### src/rtl/rxf_pkg.sv
`timescale 1ns/1ps
package rxf_pkg;

    typedef enum logic { RTS_ON, RTS_OFF } rts_state_e;

    typedef enum logic [1:0] { TMO_IDLE, TMO_ARMED, TMO_FIRED } tmo_state_e;

    typedef logic [7:0] lvl_t;

    // Fill level at which the trigger interrupt is raised.
    function automatic lvl_t trig_level(input logic [1:0] sel);
        unique case (sel)
            2'b00: return 8'd1;
            2'b01: return 8'd4;
            2'b10: return 8'd8;
            default: return 8'd14;
        endcase
    endfunction

    // Fill level at which the sender is told to stop.
    function automatic lvl_t stop_level(input logic [1:0] sel);
        unique case (sel)
            2'b00: return 8'd4;
            2'b01: return 8'd8;
            2'b10: return 8'd12;
            default: return 8'd14;
        endcase
    endfunction

    // Fill level at or below which the sender may resume.
    function automatic lvl_t go_level(input logic [1:0] sel);
        unique case (sel)
            2'b00: return 8'd1;
            2'b01: return 8'd4;
            2'b10: return 8'd8;
            default: return 8'd10;
        endcase
    endfunction

endpackage

### src/rtl/rxf_store.sv
`timescale 1ns/1ps
module rxf_store #(
    parameter int W     = 8,
    parameter int DEPTH = 16
) (
    input  logic                         clk,
    input  logic                         rst_n,
    input  logic                         flush,
    input  logic                         one_slot,
    input  logic                         push,
    input  logic [W-1:0]                 push_data,
    input  logic                         pop,
    input  logic                         ovr_clr,
    output logic [$clog2(DEPTH+1)-1:0]   count,
    output logic [$clog2(DEPTH+1)-1:0]   count_nxt,
    output logic [W-1:0]                 head_data,
    output logic                         push_ok,
    output logic                         pop_ok,
    output logic                         overrun
);
    localparam int AW = $clog2(DEPTH);
    localparam int CW = $clog2(DEPTH+1);

    logic [W-1:0]  mem [DEPTH];
    logic [AW-1:0] wr_ptr, rd_ptr;
    logic [CW-1:0] cap;
    logic          lost;

    assign cap       = one_slot ? CW'(1) : CW'(DEPTH);
    assign pop_ok    = pop && (count != '0) && !flush;
    assign push_ok   = push && !flush && ((count < cap) || pop_ok);
    assign lost      = push && !flush && !push_ok;
    assign head_data = mem[rd_ptr];

    always_comb begin
        count_nxt = count;
        if (flush) begin
            count_nxt = '0;
        end else begin
            unique case ({push_ok, pop_ok})
                2'b10:   count_nxt = count + CW'(1);
                2'b01:   count_nxt = count - CW'(1);
                default: count_nxt = count;
            endcase
        end
    end

    function automatic logic [AW-1:0] step_ptr(input logic [AW-1:0] p);
        return (p == AW'(DEPTH-1)) ? '0 : p + AW'(1);
    endfunction

    always_ff @(posedge clk) begin
        if (push_ok) mem[wr_ptr] <= push_data;
    end

    always_ff @(posedge clk or negedge rst_n) begin
        if (!rst_n) begin
            wr_ptr  <= '0;
            rd_ptr  <= '0;
            count   <= '0;
            overrun <= 1'b0;
        end else begin
            count <= count_nxt;
            if (flush) begin
                wr_ptr  <= '0;
                rd_ptr  <= '0;
                overrun <= 1'b0;
            end else begin
                if (push_ok) wr_ptr <= step_ptr(wr_ptr);
                if (pop_ok)  rd_ptr <= step_ptr(rd_ptr);
                if (lost)         overrun <= 1'b1;
                else if (ovr_clr) overrun <= 1'b0;
            end
        end
    end

    // the count never exceeds the store depth
    a_r2_count_bound: assert property (@(posedge clk) disable iff (!rst_n)
        count <= CW'(DEPTH));

    // overrun holds until acknowledged or flushed
    a_r3_overrun_sticky: assert property (@(posedge clk) disable iff (!rst_n)
        (overrun && !ovr_clr && !flush) |=> overrun);

    // single-register mode never holds more than one byte
    a_r4_single_cap: assert property (@(posedge clk) disable iff (!rst_n)
        (one_slot && $past(one_slot)) |-> (count <= CW'(1)));

    // popping an empty store changes nothing
    a_r10_empty_pop: assert property (@(posedge clk) disable iff (!rst_n)
        (count == '0 && pop && !push) |=> (count == '0));

endmodule

### src/rtl/rxf_flow.sv
`timescale 1ns/1ps
module rxf_flow
    import rxf_pkg::*;
#(
    parameter int DEPTH = 16
) (
    input  logic                         clk,
    input  logic                         rst_n,
    input  logic                         flush,
    input  logic                         one_slot,
    input  logic [1:0]                   trig_sel,
    input  logic [$clog2(DEPTH+1)-1:0]   count,
    input  logic [$clog2(DEPTH+1)-1:0]   count_nxt,
    output logic                         rts,
    output logic                         irq_trig
);
    localparam int CW = $clog2(DEPTH+1);

    logic [CW-1:0] lvl, stop_thr, go_thr;
    rts_state_e    st_q, st_d;

    always_comb begin
        if (one_slot) begin
            lvl      = CW'(1);
            stop_thr = CW'(1);
            go_thr   = CW'(0);
        end else begin
            lvl      = CW'(trig_level(trig_sel));
            stop_thr = CW'(stop_level(trig_sel));
            go_thr   = CW'(go_level(trig_sel));
        end
    end

    always_ff @(posedge clk or negedge rst_n) begin
        if (!rst_n) st_q <= RTS_ON;
        else        st_q <= st_d;
    end

    always_comb begin
        st_d = st_q;
        if (flush) begin
            st_d = RTS_ON;
        end else begin
            unique case (st_q)
                RTS_ON:  if (count_nxt >= stop_thr) st_d = RTS_OFF;
                RTS_OFF: if (count_nxt <= go_thr)   st_d = RTS_ON;
            endcase
        end
    end

    always_comb begin
        rts      = (st_q == RTS_ON);
        irq_trig = (count >= lvl);
    end

    // at or above the stop threshold the sender is held off
    a_r6_rts_negated: assert property (@(posedge clk) disable iff (!rst_n)
        ($stable(trig_sel) && $stable(one_slot) && count >= stop_thr) |-> !rts);

    // at or below the resume threshold the sender is allowed
    a_r7_rts_reasserted: assert property (@(posedge clk) disable iff (!rst_n)
        ($stable(trig_sel) && $stable(one_slot) && count <= go_thr) |-> rts);

endmodule

### src/rtl/rxf_charto.sv
`timescale 1ns/1ps
module rxf_charto
    import rxf_pkg::*;
#(
    parameter int DEPTH     = 16,
    parameter int TMO_CHARS = 4
) (
    input  logic                         clk,
    input  logic                         rst_n,
    input  logic                         flush,
    input  logic                         one_slot,
    input  logic [1:0]                   trig_sel,
    input  logic [$clog2(DEPTH+1)-1:0]   count_nxt,
    input  logic                         activity,
    input  logic                         pop_ok,
    input  logic                         char_tick,
    output logic                         irq_tmo
);
    localparam int CW = $clog2(DEPTH+1);
    localparam int TW = $clog2(TMO_CHARS+1);

    tmo_state_e    st_q, st_d;
    logic [TW-1:0] tk_q, tk_d;
    logic [CW-1:0] lvl;
    logic          below;

    assign lvl   = CW'(trig_level(trig_sel));
    assign below = !one_slot && (count_nxt != '0) && (count_nxt < lvl);

    always_ff @(posedge clk or negedge rst_n) begin
        if (!rst_n) begin
            st_q <= TMO_IDLE;
            tk_q <= '0;
        end else begin
            st_q <= st_d;
            tk_q <= tk_d;
        end
    end

    always_comb begin
        st_d = st_q;
        tk_d = tk_q;
        unique case (st_q)
            TMO_IDLE: begin
                tk_d = '0;
                if (!flush && below) st_d = TMO_ARMED;
            end
            TMO_ARMED: begin
                if (flush || !below) begin
                    st_d = TMO_IDLE;
                    tk_d = '0;
                end else if (activity) begin
                    tk_d = '0;
                end else if (char_tick) begin
                    if (tk_q == TW'(TMO_CHARS-1)) begin
                        st_d = TMO_FIRED;
                        tk_d = '0;
                    end else begin
                        tk_d = tk_q + TW'(1);
                    end
                end
            end
            TMO_FIRED: begin
                tk_d = '0;
                if (flush || pop_ok) st_d = TMO_IDLE;
            end
            default: begin
                st_d = TMO_IDLE;
                tk_d = '0;
            end
        endcase
    end

    always_comb begin
        irq_tmo = (st_q == TMO_FIRED);
    end

    // a pop clears the timeout interrupt
    a_r9_tmo_pop_clears: assert property (@(posedge clk) disable iff (!rst_n)
        (irq_tmo && pop_ok) |=> !irq_tmo);

    // a push or pop never fires the timeout on the following edge
    a_r9_activity_restarts: assert property (@(posedge clk) disable iff (!rst_n)
        (activity && !irq_tmo) |=> !irq_tmo);

endmodule

### src/rtl/uart_rx_fifo.sv
`timescale 1ns/1ps
module uart_rx_fifo #(
    parameter int W         = 8,
    parameter int DEPTH     = 16,
    parameter int TMO_CHARS = 4
) (
    input  logic                         clk,
    input  logic                         rst_n,
    input  logic                         fifo_en,
    input  logic                         fifo_clr,
    input  logic [1:0]                   trig_sel,
    input  logic                         rx_push,
    input  logic [W-1:0]                 rx_byte,
    input  logic                         host_pop,
    output logic [W-1:0]                 host_byte,
    output logic [$clog2(DEPTH+1)-1:0]   rx_level,
    input  logic                         char_tick,
    input  logic                         ovr_ack,
    output logic                         overrun,
    output logic                         irq_trig,
    output logic                         irq_tmo,
    output logic                         rts
);
    localparam int CW = $clog2(DEPTH+1);

    logic          en_q, flush, one_slot;
    logic          push_ok, pop_ok;
    logic [CW-1:0] count_nxt;

    always_ff @(posedge clk or negedge rst_n) begin
        if (!rst_n) en_q <= 1'b0;
        else        en_q <= fifo_en;
    end

    assign flush    = fifo_clr || (fifo_en != en_q);
    assign one_slot = !fifo_en;

    rxf_store #(.W(W), .DEPTH(DEPTH)) u_store (
        .clk       (clk),
        .rst_n     (rst_n),
        .flush     (flush),
        .one_slot  (one_slot),
        .push      (rx_push),
        .push_data (rx_byte),
        .pop       (host_pop),
        .ovr_clr   (ovr_ack),
        .count     (rx_level),
        .count_nxt (count_nxt),
        .head_data (host_byte),
        .push_ok   (push_ok),
        .pop_ok    (pop_ok),
        .overrun   (overrun)
    );

    rxf_flow #(.DEPTH(DEPTH)) u_flow (
        .clk       (clk),
        .rst_n     (rst_n),
        .flush     (flush),
        .one_slot  (one_slot),
        .trig_sel  (trig_sel),
        .count     (rx_level),
        .count_nxt (count_nxt),
        .rts       (rts),
        .irq_trig  (irq_trig)
    );

    rxf_charto #(.DEPTH(DEPTH), .TMO_CHARS(TMO_CHARS)) u_charto (
        .clk       (clk),
        .rst_n     (rst_n),
        .flush     (flush),
        .one_slot  (one_slot),
        .trig_sel  (trig_sel),
        .count_nxt (count_nxt),
        .activity  (push_ok || pop_ok),
        .pop_ok    (pop_ok),
        .char_tick (char_tick),
        .irq_tmo   (irq_tmo)
    );

    // a clear leaves an empty store with the sender allowed
    a_r1_clear_resets: assert property (@(posedge clk) disable iff (!rst_n)
        fifo_clr |=> (rx_level == '0 && rts && !overrun && !irq_tmo));

    // a timeout is only ever reported with data present
    a_r8_tmo_needs_data: assert property (@(posedge clk) disable iff (!rst_n)
        irq_tmo |-> (rx_level != '0));

endmodule

### config.mk
export PLATFORM = sky130hd
export DESIGN_NAME = uart_rx_fifo
export DESIGN_NICKNAME = d
export VERILOG_FILES = /design/src/rtl/rxf_pkg.sv /design/src/rtl/rxf_store.sv /design/src/rtl/rxf_flow.sv /design/src/rtl/rxf_charto.sv /design/src/rtl/uart_rx_fifo.sv
export SDC_FILE = /design/constraint.sdc
export NUM_CORES = 1
export LEC_CHECK = 0
export BUFFER_PORTS_ARGS = -buffer_cell sky130_fd_sc_hd__buf_2
export CAP_MARGIN = 10
export CORE_UTILIZATION = 45
export DETAILED_ROUTE_END_ITERATION = 8
export MAX_ROUTING_LAYER = met4
export PLACE_DENSITY = 0.61
export RECOVER_POWER = 50
export SLEW_MARGIN = 20
export SYNTH_ARGS = -nofsm -noshare
export SYNTH_HDL_FRONTEND = slang
export SYNTH_SLANG_ARGS = --single-unit
### constraint.sdc
create_clock -name clk -period 3.6 [get_ports clk]
set_clock_uncertainty 0.1 [all_clocks]
set_input_delay 0.18 -clock clk [delete_from_list [all_inputs] [get_ports clk]]
set_output_delay 0.18 -clock clk [all_outputs]
set_load 0.02 [all_outputs]
# --- Word-level counts from Yosys, hierarchy flattened ---
# Memories as Yosys holds them, arrays and structs flattened.
# Cells that the tools add are included.
op_classes:
  add_sub_neg: 5
  order_cmp: 5
  n_eq_ne: 16
  muxes: 36
  bitwise_logic: 1
  n_reduce_logical: 24
ops:
  columns: ["cell", "n"]
  rows:
  - ["$pmux 4 s3", 3]
  - ["$mux 4", 7]
  - ["$mux 5", 4]
  - ["$mux 3", 5]
  - ["$mux 2", 6]
  - ["$ge 5x5->1", 2]
  - ["$pmux 5 s2", 1]
  - ["$reduce_bool 5->1", 2]
  - ["$add 4x1->4 const B", 2]
  - ["$eq 4x4->1 const B", 2]
  - ["$logic_and 1x1->1", 8]
  - ["$mux 1", 8]
  - ["$eq 2x1->1 const B", 3]
  - ["$eq 2x2->1 const B", 3]
  - ["$pmux 2 s3", 1]
  - ["$add 5x1->5 const B", 1]
  - ["$le 5x5->1", 1]
  - ["$logic_or 1x1->1", 5]
  - ["$lt 5x4->1", 1]
  - ["$lt 5x5->1", 1]
  - ["$reduce_and 5->1", 1]
  - ["$sub 5x1->5 const B", 1]
  - ["$logic_not 2->1", 2]
  - ["$ne 2x1->1 const B", 2]
  - ["other kinds (12)", 15]
word_totals:
  reg_bits: 21
  ram_bits: 128
  in_bits: 18
  output_inout_bits: 17
  elab_cells: 96
  n_memories: 1
memory_table:
  columns: ["memory", "words", "word_bits", "read_ports", "rd_ports_with_merged_regs", "write_ports", "line", "text"]
  rows:
  - ["u_store.mem", 16, 8, 1, 0, 1, "rxf_store.sv:24", "logic [W-1:0] mem [DEPTH];"]

# --- Longest topological paths before layout ---
depth:
  word_depth: 16
  mapped_depth: 18

# --- By module ---
# A second synthesis with hierarchy kept.
unflattened:
  hier_cells: 459
  area_unflattened_um2: 6884.1
modules_own_cells:
  columns: ["mod", "n_inst", "cells_each", "area_per_inst_um2", "seq_area_each_um2"]
  rows:
  - ["rxf_store", 1, 374, 6110.9, 4194.0]
  - ["rxf_charto", 1, 37, 385.4, 125.1]
  - ["rxf_flow", 1, 43, 337.8, 25.0]
  - ["uart_rx_fifo", 1, 5, 50.0, 25.0]

# --- Least setup slack after synthesis ---
# No wires, ideal clock.
synth_path:
  path_type: "register to register"
  start: "register u_store.count[3]"
  end: "register u_flow.st_q"
  arrival_ns: 3.862
  slack_ns: -0.482
  stages_incl_launch_ff: 16
  path_buffers: 1
  synth_period_minus_slack_ns: 4.082
  path_cell_list: "dfrtp_1 -> or4_4 -> o21a_1 -> o21ai_4 -> and2_4 -> inv_4 -> ha_1 -> buf_2 -> xnor2_1 -> or3_1 -> ha_1 -> nand2b_1 -> a21o_1 -> a21o_1 -> a211o_1 -> a41o_1"
synth_via:
  elab_chain_len: 12
synth_rtl:
  columns: ["item", "line", "text"]
  rows:
  - ["start: declaration", "rxf_store.sv:14", "output logic [$clog2(DEPTH+1)-1:0] count,"]
  - ["start signal: assignment", "rxf_store.sv:63", "count <= count_nxt;"]
  - ["branches (longest 6 deep; another with $lt 5x5->1)", null, null]
  - ["$pmux 5 s2 *", "rxf_store.sv:40", "unique case ({push_ok, pop_ok})"]
  - ["$mux 5 *", "rxf_store.sv:37", "if (flush) begin"]
  - ["$le 5x5->1 / $ge 5x5->1 (equally long branches)", "rxf_flow.sv:46, rxf_flow.sv:45", null]
  - ["$mux 1, on equally long branches", "rxf_flow.sv:46, rxf_flow.sv:45", null]
  - ["$pmux 1 s2 *", "rxf_flow.sv:44", "unique case (st_q)"]
  - ["$mux 1 *", "rxf_flow.sv:41", "if (flush) begin"]
  - ["net u_flow.st_d", "rxf_flow.sv:20", "rts_state_e st_q, st_d;"]
  - ["end signal: assignment", "rxf_flow.sv:36", "else st_q <= st_d;"]
  - ["end: declaration", "rxf_flow.sv:20", null]
# Mark *: on every way through the listed nets, which the timed path passes.
# A chain may end at the register's enable or synchronous reset.

# --- Worst setup path in the final report ---
layout_path:
  start: "register u_store.count[3]"
  end: "register u_flow.st_q"
layout_via:
  elab_chain_len: 12
layout_rtl:
  columns: ["item", "line", "text"]
  rows:
  - ["branches (longest 6 deep; another with $lt 5x5->1)", null, null]
  - ["$pmux 5 s2 *", "rxf_store.sv:40", null]
  - ["$mux 5 *", "rxf_store.sv:37", null]
  - ["net count_nxt[3]", "uart_rx_fifo.sv:28", "logic [CW-1:0] count_nxt;"]
  - ["$le 5x5->1 / $ge 5x5->1 (equally long branches)", "rxf_flow.sv:46, rxf_flow.sv:45", null]
  - ["$mux 1, on equally long branches", "rxf_flow.sv:46, rxf_flow.sv:45", null]
  - ["$pmux 1 s2 *", "rxf_flow.sv:44", null]
  - ["$mux 1 *", "rxf_flow.sv:41", null]
  - ["net u_flow.st_d", "rxf_flow.sv:20", null]
# Marked as above.

==> results.ini <==
[sta]
setup_ws_ns=-0.123
fin_crit_sh_pct=103
max_freq_ghz=0.269
holdWs_ns=0.0575
hold_violations=0
rsz0062_at_grt=true
period_needed_ns=3.72
drv_slew=0
tightest_slew_ns=1.25
setup_tns_ns=-0.465
maxSlewHeadroom_pct=16.8
setup_viol=5

[floorplan]
initial_core_util_pct=46.6
die_w_um=125
die_area_um2=15700
row_count=44
core_area_um2=14600
die_height_um=125
io_pins=35

[global_routing]
antenna_found_initial=0
grt_pass1_wl_um=23500
grt_overflow=0
track_usage_pct=21.0
grt_pass1_vias=4237
grt_max_degree=25

[detailed_routing]
topRoutingLayerUsed=met4
wl_per_cell_um=20.5
wl_met3_um=406
firstDrtPassIters=6
drt-vias-per-instance=5.65
wl_met2_um=7510
wl_met1_um=6890
vias=4103
drc=0
drt_iter0_markers=279
wirelength_um=14900
ant_nets=0

[logic_synthesis]
synth-async-reset-ratio_pct=14.1
syn-num-nets=491
synth_edf_count=128
ys_seq_area_share_pct=64.1
synth_ff_type=edfxtp_1
syn_inst=449
ys.warnings.count=0
ys_top_cells_by_area=edfxtp_1 56%, dfrtp_1 7.7%, mux4_2 5.3%, ha_1 4.2%, mux2i_1 4.1%
ys_types=61
synth_top_area_share_pct=56.4
avgSynthCellArea_um2=15.2
ys_seq_elements=149
synth_area_um2=6820
synth_top_cell_by_area=edfxtp_1

[pwr]
pwr-share-clk_pct=44.6
internal_power_mw=3.06
power_density_nw_per_um2=465
leakagePower_nw=2.94
power_switching_mw=0.791
peakVddDrop_uv=353
p_seq_share_pct=49.1
pwr-share-comb_pct=6.3
switching_share_pct=20.5

[placement]
dp.cells=673
dp_hpwl_um=9880
place_congestion=0.851
placed_area_um2=7410
io_buffers=34
dp_slack_ns=-0.117

[worst_setup_path]
critPathSlowestCell=or4_4
max_stage_delay_ns=0.56
critPathCaptureType=flip-flop
crit_buf_inv=1
critPathKind=reg2reg
cpMostUsedCell=ha_1
rr_worst_depth=12
arrival_ns=3.93
r2r_slack_ns=-0.12
cp-start-kind=flip-flop
crit_chain=or4_4 > o21ai_4 > nand2b_4 > nor2_4 > ha_1 > or3b_4 > a31oi_4 > o31a_1 > buf_4 > ha_1 > a211o_1 > a41o_1
reg2reg_from=u_store.count[3]
cpLargestDelayFamily=simple AND/OR/NAND/NOR gates
reg2reg_to=u_flow.st_q
crit_required_ns=3.80
path_max_fanout=4

[outcome]
status=complete, but fails checks
violations=negative setup slack

[finish]
fin_cells=726
final_net_count=571
final_area_um2=8300
layout-drive-gt1-share_pct=28.8
num-fill-cells=1165
multiInputGateArea_um2=2490
ff_latch_area_um2=4370
syn2layout_area_growth_pct=21.7
n_antenna_cell=0

[hold_path]
whs_endpoint=u_store.count[2]
hold_depth=2
hp-start=fifo_clr
hold_path_class=in2reg

[cts]
cts.root.buffer_cell=clkbuf_16
insertion_delay_ns=0.41
numCtsBuffers=17
clock_sinks=149
htree_levels=4
tritoncts=built
clockBufferDepth=2
path_clk_slew_ns=0.06

[flow_run]
maxCapViolCount=0

## layer usage
layer  up-vias  global-route usage (%)
met4         0                    6.46
met2        72                    32.6
li1       1932                       -
met3         9                    4.32
met5         -                       -
met1      2090                    27.8
## flip-flops by register name, indices dropped and copies added, names as in the netlist
register and count:
u_store.mem 128, u_charto.tk_q 3, u_store.overrun 1, u_flow.st_q 1
u_store.count 5, u_store.rd_ptr 4, u_store.wr_ptr 4, en_q 1
u_charto.st_q 2
## worst reg2reg max path: cells and delay by family (launching register included)
kind                     cells  cell delay (ns)
buffers and inverters        1             0.16
adder cells (fa/ha/maj)      2             0.56
AND/OR/NAND/NOR              4             1.21
AO/OA/AOI/OAI                5             1.17
flip-flops                   1             0.40
## worst max path at each step
| stage | start | end | slack (ns) | cells after the start |
|---|---|---|---|---|
| finish | u_store.count[3] | u_flow.st_q | -0.12 | 12 |
| global route | u_store.count[3] | u_charto.tk_q[1] | -0.26 | 15 |
| CTS | u_store.count[3] | u_flow.st_q | -0.10 | 14 |
| detailed placement | u_store.count[3] | u_charto.tk_q[1] | -0.12 | 12 |
| global placement | u_store.count[3] | u_flow.st_q | -0.02 | 14 |
| floorplan | u_store.count[3] | u_flow.st_q | -0.32 | 15 |
## area by class of cell
type	count	share of cell area (%)
repair buffers	84	6.98
clock buffers	19	5.22
inverters	12	0.603
flip-flops and latches	149	52.7
multi-input cells	265	30.0
clock inverters	13	1.67
well taps	184	2.78
## cells in the final DEF (no fill, tap or decap), drive strengths merged, types with 3 or more instances in the layout
| cell type | count |
|---|---|
| edfxtp | 128 |
| buf | 65 |
| clkbuf | 33 |
| mux2i | 28 |
| nand2 | 25 |
| o21ai | 25 |
| ha | 23 |
| dfrtp | 21 |
| mux4 | 16 |
| a21oi | 15 |
| nor2 | 15 |
| inv | 12 |
| nand3 | 9 |
| mux2 | 9 |
| a22oi | 9 |
| clkinv | 9 |
| and4b | 8 |
| a221oi | 8 |
| nor3 | 7 |
| nor2b | 6 |
| dlygate4sd3 | 5 |
| nor4b | 5 |
| nand2b | 5 |
| and4 | 4 |
| o211ai | 4 |
| or3 | 4 |
| a21o | 3 |
| bufinv | 3 |
| and2 | 3 |
| xnor2 | 3 |
## power by group through the flow
stage | Clock (mW) | Combinational [mW] | Sequential [mW]
finish | 1.72 | 0.244 | 1.89
global route | 1.81 | 0.266 | 1.89
CTS | 1.75 | 0.220 | 1.89
detailed placement | 0 | 0.206 | 1.93
global placement | 0 | 0.202 | 1.93
floorplan | 0 | 0.119 | 1.93
## repair_timing
action / 4_1_cts / 5_1_grt
hold endpoints to repair: 25 / 0
pin swaps: 7 / 15
setup buffers: 4 / 11
setup endpoints to repair: 5 / 6
cloned: 0 / 1
hold buffers: 5 / 0
gates resized for setup: 5 / 20
## cell usage after synthesis (2+ instances only)
cell type    n
a21o_1       3
a21oi_1     15
a221oi_1     8
a22oi_1      9
a31oi_1      2
and2_1       2
and3_1       2
and4_1       4
and4b_1      8
buf_1        2
buf_2        6
clkbuf_1    14
dfrtp_1     21
edfxtp_1   128
ha_1        23
inv_1       11
mux2_2       9
mux2i_1     28
mux4_2      16
nand2_1     25
nand2b_1     5
nand3_1      9
nand4_1      2
nand4b_1     2
nor2_1      15
nor2b_1      6
nor3_1       7
nor4b_2      4
o211ai_1     4
o21ai_0     22
o21ai_4      2
or3_1        4
xnor2_1      3
## metrics by stage
stage	util [%]	power [mW]
floorplan	-	2.05
global placement	50.6	2.13
detailed placement	50.6	2.13
CTS	55.3	3.86
global route	56.6	3.97
finish	56.6	3.86
## logic make-up after synthesis
family	Yosys count	synth area share (%)
flip-flops	149	64.1
XOR/XNOR	5	0.752
buffers and inverters	35	2.18
AND/OR/NAND/NOR	102	9.03
adder cells (fa/ha/maj)	24	4.51
AO/OA/AOI/OAI	81	8.57
multiplexers	53	10.9
(Power assumes the default switching activity.)
